==> src/rtl/wprot_pkg.sv <==
package wprot_pkg;
  typedef enum logic [1:0] {
    V_NONE  = 2'd0,
    V_CMD   = 2'd1,
    V_PASS  = 2'd2,
    V_BLOCK = 2'd3
  } verdict_t;

  // pattern hits decoded from the current write
  typedef struct packed {
    logic seqA;    // AA to 5555
    logic seqB;    // 55 to 2AAA
    logic enFin;   // A0 to 5555
    logic disMid;  // 80 to 5555
    logic disFin;  // 20 to 5555
  } hits_t;

  // strobes from control to datapath
  typedef struct packed {
    logic openWin;
    logic target;
  } strobes_t;
endpackage

==> src/rtl/wprot_path.sv <==
module wprot_path
  import wprot_pkg::*;
#(
  parameter int ADDR_W   = 16,
  parameter int DATA_W   = 8,
  parameter int CMP_BITS = 15
) (
  input  logic              clk,
  input  logic              rstN,
  input  logic [ADDR_W-1:0] wrAddr,
  input  logic [DATA_W-1:0] wrData,
  input  logic              periodDone,
  input  strobes_t          strobes,
  output hits_t             hits,
  output logic              protOn,
  output logic              winOpen
);
  localparam logic [CMP_BITS-1:0] ADDR_HI = CMP_BITS'(16'h5555);
  localparam logic [CMP_BITS-1:0] ADDR_LO = CMP_BITS'(16'h2AAA);

  logic [CMP_BITS-1:0] cmpAddr;
  logic                atHi, atLo;
  logic                tgtQ;

  assign cmpAddr = wrAddr[CMP_BITS-1:0];
  assign atHi    = (cmpAddr == ADDR_HI);
  assign atLo    = (cmpAddr == ADDR_LO);

  always_comb begin
    hits.seqA   = atHi && (wrData == DATA_W'(8'hAA));
    hits.seqB   = atLo && (wrData == DATA_W'(8'h55));
    hits.enFin  = atHi && (wrData == DATA_W'(8'hA0));
    hits.disMid = atHi && (wrData == DATA_W'(8'h80));
    hits.disFin = atHi && (wrData == DATA_W'(8'h20));
  end

  always_ff @(posedge clk) begin
    if (!rstN) begin
      protOn  <= 1'b0;
      winOpen <= 1'b0;
      tgtQ    <= 1'b0;
    end else if (strobes.openWin) begin
      winOpen <= 1'b1;
      tgtQ    <= strobes.target;
    end else if (periodDone && winOpen) begin
      winOpen <= 1'b0;
      protOn  <= tgtQ;
    end
  end


  prot_change_chk: assert property (@(posedge clk) disable iff (!rstN)
    (protOn != $past(protOn)) |-> $past(periodDone));
endmodule

==> src/rtl/wprot_ctrl.sv <==
module wprot_ctrl
  import wprot_pkg::*;
(
  input  logic     clk,
  input  logic     rstN,
  input  logic     wrValid,
  input  hits_t    hits,
  input  logic     protOn,
  input  logic     winOpen,
  output strobes_t strobes,
  output verdict_t verdict,
  output logic     timerStart
);
  typedef enum logic [2:0] {IDLE, S1, S2, S3, S4, S5} step_t;

  step_t st, nextSt;
  logic  matched;

  always_comb begin
    verdict    = V_NONE;
    timerStart = 1'b0;
    strobes    = '0;
    nextSt     = st;
    matched    = 1'b0;
    if (wrValid) begin
      nextSt = IDLE;
      if (winOpen) begin
        verdict = V_PASS;
      end else begin
        case (st)
          S1: if (hits.seqB) begin matched = 1'b1; nextSt = S2; end
          S2: begin
            if (hits.enFin) begin
              matched = 1'b1;
              timerStart = 1'b1;
              strobes.openWin = 1'b1;
              strobes.target = 1'b1;
            end else if (hits.disMid) begin
              matched = 1'b1;
              nextSt = S3;
            end
          end
          S3: if (hits.seqA) begin matched = 1'b1; nextSt = S4; end
          S4: if (hits.seqB) begin matched = 1'b1; nextSt = S5; end
          S5: begin
            if (hits.disFin) begin
              matched = 1'b1;
              timerStart = 1'b1;
              strobes.openWin = 1'b1;
              strobes.target = 1'b0;
            end
          end
          default: matched = 1'b0;
        endcase
        if (matched) begin
          verdict = V_CMD;
        end else if (hits.seqA) begin
          verdict = V_CMD;
          nextSt = S1;
        end else begin
          verdict = protOn ? V_BLOCK : V_PASS;
          timerStart = protOn;
        end
      end
    end
  end

  always_ff @(posedge clk) begin
    if (!rstN) st <= IDLE;
    else       st <= nextSt;
  end


  verdict_iff_write_chk: assert property (@(posedge clk) disable iff (!rstN)
    (verdict != V_NONE) == wrValid);


  block_needs_prot_chk: assert property (@(posedge clk) disable iff (!rstN)
    (verdict == V_BLOCK) |-> protOn);


  timer_cause_chk: assert property (@(posedge clk) disable iff (!rstN)
    timerStart |-> (verdict == V_CMD || verdict == V_BLOCK));
endmodule

==> src/rtl/wprot_sequencer.sv <==
module wprot_sequencer
  import wprot_pkg::*;
#(
  parameter int ADDR_W   = 16,
  parameter int CMP_BITS = 15
) (
  input  logic              clk,
  input  logic              rstN,
  input  logic              wrValid,
  input  logic [ADDR_W-1:0] wrAddr,
  input  logic [7:0]        wrData,
  input  logic              periodDone,
  output logic [1:0]        verdict,
  output logic              timerStart,
  output logic              protOn
);
  hits_t    hits;
  strobes_t strobes;
  verdict_t verdictE;
  logic     winOpen;

  wprot_path #(.ADDR_W(ADDR_W), .DATA_W(8), .CMP_BITS(CMP_BITS)) i_path (
    .clk(clk), .rstN(rstN), .wrAddr(wrAddr), .wrData(wrData),
    .periodDone(periodDone), .strobes(strobes), .hits(hits),
    .protOn(protOn), .winOpen(winOpen)
  );

  wprot_ctrl i_ctrl (
    .clk(clk), .rstN(rstN), .wrValid(wrValid), .hits(hits),
    .protOn(protOn), .winOpen(winOpen), .strobes(strobes),
    .verdict(verdictE), .timerStart(timerStart)
  );

  assign verdict = verdictE;
endmodule

==> config.mk <==
export PLATFORM = sky130hd
export DESIGN_NAME = wprot_sequencer
export DESIGN_NICKNAME = d
export VERILOG_FILES = /design/src/rtl/wprot_pkg.sv /design/src/rtl/wprot_path.sv /design/src/rtl/wprot_ctrl.sv /design/src/rtl/wprot_sequencer.sv
export SDC_FILE = /design/constraint.sdc
export NUM_CORES = 1
export LEC_CHECK = 0
export BUFFER_PORTS_ARGS = -buffer_cell sky130_fd_sc_hd__buf_2
export CORE_MARGIN = 10
export CORE_UTILIZATION = 43
export CTS_CLUSTER_DIAMETER = 120
export CTS_CLUSTER_SIZE = 12
export DETAILED_ROUTE_END_ITERATION = 8
export PLACE_DENSITY = 0.8
export SYNTH_ARGS = -nofsm -noshare
export SYNTH_HDL_FRONTEND = slang
export SYNTH_SLANG_ARGS = --single-unit
==> constraint.sdc <==
create_clock -name clk -period 2 [get_ports clk]
set_input_delay 0.2 -clock clk [delete_from_list [all_inputs] [get_ports clk]]
set_output_delay 0.2 -clock clk [all_outputs]
set_load 0.02 [all_outputs]
# After elaboration in Yosys (flattened, before gate mapping)
# Cells that the tools add are included.
[op_classes]
n_eq_ne = 12
muxes = 35
n_bitwise = 1
n_reduce_logical = 9
[ops]
columns = ["cell", "count"]
rows = [
  ["equality test 8 bit (second input constant)", 3],
  ["2-to-1 mux 2 bit", 10],
  ["2-to-1 mux 3 bit", 6],
  ["equality test 15 x 14 -> 1 bit (second input constant)", 1],
  ["equality test 15 bit (second input constant)", 1],
  ["2-to-1 mux 1 bit", 15],
  ["case mux 3 bit (4 select lines)", 1],
  ["equality test 8 x 6 -> 1 bit (second input constant)", 1],
  ["equality test 8 x 7 -> 1 bit (second input constant)", 1],
  ["equality test 3 x 2 -> 1 bit (second input constant)", 2],
  ["equality test 3 bit (second input constant)", 2],
  ["logical AND 1 bit", 6],
  ["case mux 1 bit (4 select lines)", 1],
  ["case mux 2 bit (2 select lines)", 1],
  ["equality test 3 x 1 -> 1 bit (second input constant)", 1],
  ["case mux 1 bit (2 select lines)", 1],
  ["AND reduction 2 bit", 1],
  ["nonzero test 2 bit", 1],
  ["OR reduction 2 bit", 1],
  ["inverter 1 bit", 1],
]
[totals]
register_bits = 6
inputBits = 28
out_inout_bits = 4
elab_cells = 61

# Depth between registers and ports, before layout
[logic_depth]
ltp_word = 10
ltp_mapped = 6
depth_no_buf = 5

# Hierarchy
# Synthesis repeated with hierarchy kept, for this count alone.
[unflattened]
cells_unflattened = 78
hier_area_um2 = 668.1
[by_module_without_submodules]
columns = ["module", "n_inst", "cells_per_inst", "area_each_um2", "seq_area_each_um2"]
rows = [
  ["wprot_ctrl", 1, 43, 349.1, 60.1],
  ["wprot_path", 1, 35, 319.1, 60.1],
]

# Worst setup path after synthesis
# Ideal clock, no wire load.
[synth_path]
path_kind = "register to output"
from = "register i_ctrl.st[2]"
to = "output timerStart"
t_arrival_ns = 1.554
t_required_ns = 1.800
path_slack_ns = 0.246
stages_incl_launch_ff = 6
n_path_buf = 1
cell_sequence = "dfxtp_1 buf_6 and4bb_4 nor2_1 or4_4 a21bo_1"
[synth_between]
elab_chain_len = 8
elab_cells_between_ends = 14
[synth_lines]
columns = ["item", "line_no", "text"]
rows = [
  ["start, declared", "wprot_ctrl.sv:16", "step_t st, nextSt;"],
  ["start signal, assigned", "wprot_ctrl.sv:70", "else st <= nextSt;"],
  ["equality test 3 x 1 -> 1 bit or equality test 3 bit (tied branches)", "wprot_ctrl.sv:30", "case (st)"],
  ["OR reduction 2 bit (no line)", "--", ""],
  ["case mux 1 bit (4 select lines)", "wprot_ctrl.sv:30", ""],
  ["2-to-1 mux 1 bit", "wprot_ctrl.sv:27", "if (winOpen) begin"],
  ["2-to-1 mux 1 bit", "wprot_ctrl.sv:25", "if (wrValid) begin"],
  ["2-to-1 mux 1 bit *", "wprot_ctrl.sv:55", "if (matched) begin"],
  ["2-to-1 mux 1 bit *", "wprot_ctrl.sv:27", ""],
  ["2-to-1 mux 1 bit *", "wprot_ctrl.sv:25", ""],
  ["end, declared", "wprot_sequencer.sv:14", "output logic timerStart,"],
]
# Every way passes the cells marked *; elsewhere a longest branch is shown, timed or not. The select of a mux whose other input is x is not followed.

# Worst setup path in the final report
[layout_path]
from = "register i_path.winOpen"
to = "output timerStart"
[layout_between]
elab_chain_len = 2
[layout_lines]
columns = ["item", "line_no", "text"]
rows = [
  ["start, declared", "wprot_path.sv:16", "output logic winOpen"],
  ["start signal, assigned", "wprot_path.sv:40", "winOpen <= 1'b0;"],
  ["start signal, assigned", "wprot_path.sv:43", "winOpen <= 1'b1;"],
  ["start signal, assigned", "wprot_path.sv:46", "winOpen <= 1'b0;"],
  ["2-to-1 mux 1 bit", "wprot_ctrl.sv:27", ""],
  ["2-to-1 mux 1 bit", "wprot_ctrl.sv:25", ""],
]
# Every way passes these cells.

==> flow_metrics.py <==
metrics = {
    "sta": {
        "final_hold_viol_count": 0,
        "slew_headroom": 0.755,
        "skew_ns": 0.00121,
        "fin_ws_ns": 0.0705,
        "setup_viol": 0,
        "fin_crit_sh": 0.965,
        "timing.fmax_mhz": 518,
        "worst_pin_slew_ns": 0.364,
        "period_needed_ns": 1.93,
        "rsz0062_at_grt": "true",
        "slew_violations": 0,
    },
    "global_route": {
        "grt_pass1_vias": 829,
        "grt_remaining_overflow": 0,
        "grt_pass1_wl_um": 3350,
        "grt_max_degree": 8,
        "grtUsageTotal": 0.122,
        "antenna_found_initial": 0,
    },
    "setup_path": {
        "end_kind": "output port",
        "worstSetupStartpointType": "register",
        "crit_fanout": 6,
        "setup.worst_path.class": "register to output port",
        "startpoint": "i_path.winOpen$_SDFFE_PN0P_",
        "r2r_start": "i_path.winOpen$_SDFFE_PN0P_",
        "cp.arrival_ns": 1.73,
        "slowest_stage": "or4_4",
        "cp.required_ns": 1.80,
        "path_cells": "nor2b_2 -> nand2_1 -> or4_4 -> a21bo_1 -> buf_6",
        "slowest_delay_ns": 0.53,
    },
    "drt": {
        "drt-total-wl_um": 2000,
        "dr_wl_met3_um": 188,
        "met2_length_um": 896,
        "via_per_inst": 5.82,
        "routed.top_layer": "met4",
        "drt_iter0_markers": 13,
        "num_vias": 757,
        "wl_per_cell_um": 15.4,
        "firstDrtPassIters": 4,
        "met1_length_um": 872,
        "ant_nets": 0,
        "drc": 0,
    },
    "synth": {
        "synth_enable_flop_cells": 0,
        "syn-cell-area_um2": 603,
        "yosys.cell_count.top_type": "nand2_1",
        "syn_area_per_cell_um2": 7.83,
        "ys_top_cells_by_area": "dfxtp_1, nand2_1, nor4bb_1, and4bb_1, and4bb_2",
        "yosys.area.top_type": "dfxtp_1",
        "yosys.area.top_type_share": 0.199,
        "yosysSeqAreaShare": 0.199,
        "synth_common_cells": "nand2_1, dfxtp_1",
        "synth.net_count": 105,
        "synth_warnings": 0,
        "synthArstFlopShare": 0,
        "synthCells": 77,
        "synth_cell_type_count": 34,
        "ys_ff_latch": 6,
        "ys.flop_type": "dfxtp_1",
    },
    "clock_tree": {
        "clk_path_buf_depth": 2,
        "holdBufCountCts": 0,
        "cts_htree_levels": 1,
        "clk_pin_slew_worst_paths_ns": 0.04,
        "cts_buffers": 3,
        "cts_tree": "yes",
        "clk_latency_ns": 0.25,
        "ctsRootBufferMaster": "clkbuf_4",
        "cts.sinks": 6,
    },
    "floorplanning": {
        "die_x_um": 57.5,
        "dieArea_um2": 3300,
        "dieHeight_um": 57.5,
        "start_util": 0.458,
        "fp.coreArea_um2": 1320,
        "num_rows": 13,
        "boundaryPins": 32,
    },
    "placement": {
        "dp_hpwl_um": 1670,
        "port_buffers": 30,
        "place_area_um2": 791,
        "place.gp.congestion": 0.827,
        "dp_slack_ns": 0.135,
    },
    "layout": {
        "nNetsFinal": 145,
        "final_util": 0.643,
        "fin_area_um2": 847,
        "diodes": 0,
        "area_growth_syn_to_layout_pct": 40.5,
        "layout-drive-gt1-share": 0.417,
    },
    "hold_path": {
        "hold_path_class": "input pin to register",
        "min_from": "rstN",
    },
    "power_and_ir_drop": {
        "peakVddDrop_v": 0.000147,
        "leakagePower_nw": 0.360,
        "power.total_w": 0.000292,
        "p_per_area_nw_per_um2": 345,
    },
    "flow_run": {
        "drv_cap": 0,
    },
    "outcome": {
        "status": "complete, no violations",
    },
}
==> timing repair <==
action                     CTS  global route
resized for setup            5             2
setup buffers                2             0
pin swaps                    2             1
setup endpoints to repair    2             3
==> metal layers <==
layer / GRT usage / vias up
met2: 0.196 / 41
li1: - / 375
met1: 0.130 / 337
met3: 0.0442 / 4
met4: 0.0805 / 0
met5: 0 / -
==> worst paths after layout <==
kind                                      end  slack (ns)  depth (start not counted)
setup / recovery                   timerStart        0.07                          5
hold / removal    i_path.winOpen$_SDFFE_PN0P_        0.24                          2
setup reg to reg    i_ctrl.st[0]$_SDFFE_PN0P_        0.57                          4
hold reg to reg      i_path.tgtQ$_SDFFE_PN0P_        0.45                          2
==> cell usage in the layout (no fill, tap or decap), types with 2 or more instances in the layout <==
cell / netlist / final
nand3_1: 2 / 2
and3b_1: 2 / 2
clkbuf_4: 0 / 3
o21a_1: 2 / 2
buf_4: 0 / 6
dfxtp_1: 6 / 4
and4bb_2: 2 / 2
inv_1: 2 / 2
nor3_1: 3 / 3
nor2b_1: 4 / 3
nand2_1: 14 / 14
o211ai_1: 2 / 2
and4bb_1: 2 / 2
nor2_1: 4 / 4
buf_2: 0 / 29
nor4bb_1: 4 / 4
o21ai_1: 2 / 2
nand4_1: 4 / 4
a21boi_1: 3 / 3
a32oi_1: 2 / 2
==> sequential cells by signal, indices dropped and copies added (netlist names) <==
register	cells
i_path.tgtQ	1
i_path.winOpen	1
i_path.protOn	1
i_ctrl.st	3
==> critical path, delay by kind of cell, from the launching register on <==
kind	cells	cell delay, ns
buffers and inverters	1	0.11
AO/OA/AOI/OAI	1	0.20
flip-flops	1	0.36
AND/OR/NAND/NOR	3	0.80
==> logic make-up after synthesis <==
family | count (synthesis) | synth area share
flops | 6 | 0.199
xor+xnor | 2 | 0.0291
compound gates | 17 | 0.201
simple gates | 49 | 0.539
buf+inv | 3 | 0.0311
==> power by group <==
group / switching [W] / internal, W
clock: 0.0000462 / 0.0000680
combinational: 0.0000273 / 0.0000321
sequential: 0.00000000000165 / 0.000119
total: 0.0000735 / 0.000219
==> layout make-up <==
type,count,area [um2]
inverter,2,7.51
clock buffer,3,22.5
sequential,6,125
fill,131,470
timing repair buffer,36,201
tap,15,18.8
multi-input combinational,68,472
==> per-stage QoR <==
step	cells	setup TNS (ns)	hold slack (ns)
finish	130	0	0.236
detailed placement	125	0	0.448
floorplan	77	0	0.353
global placement	125	0	0.444
global route	130	-0.0399	0.247
CTS	130	0	0.236
No activity file was read; power rests on OpenSTA's default activity.
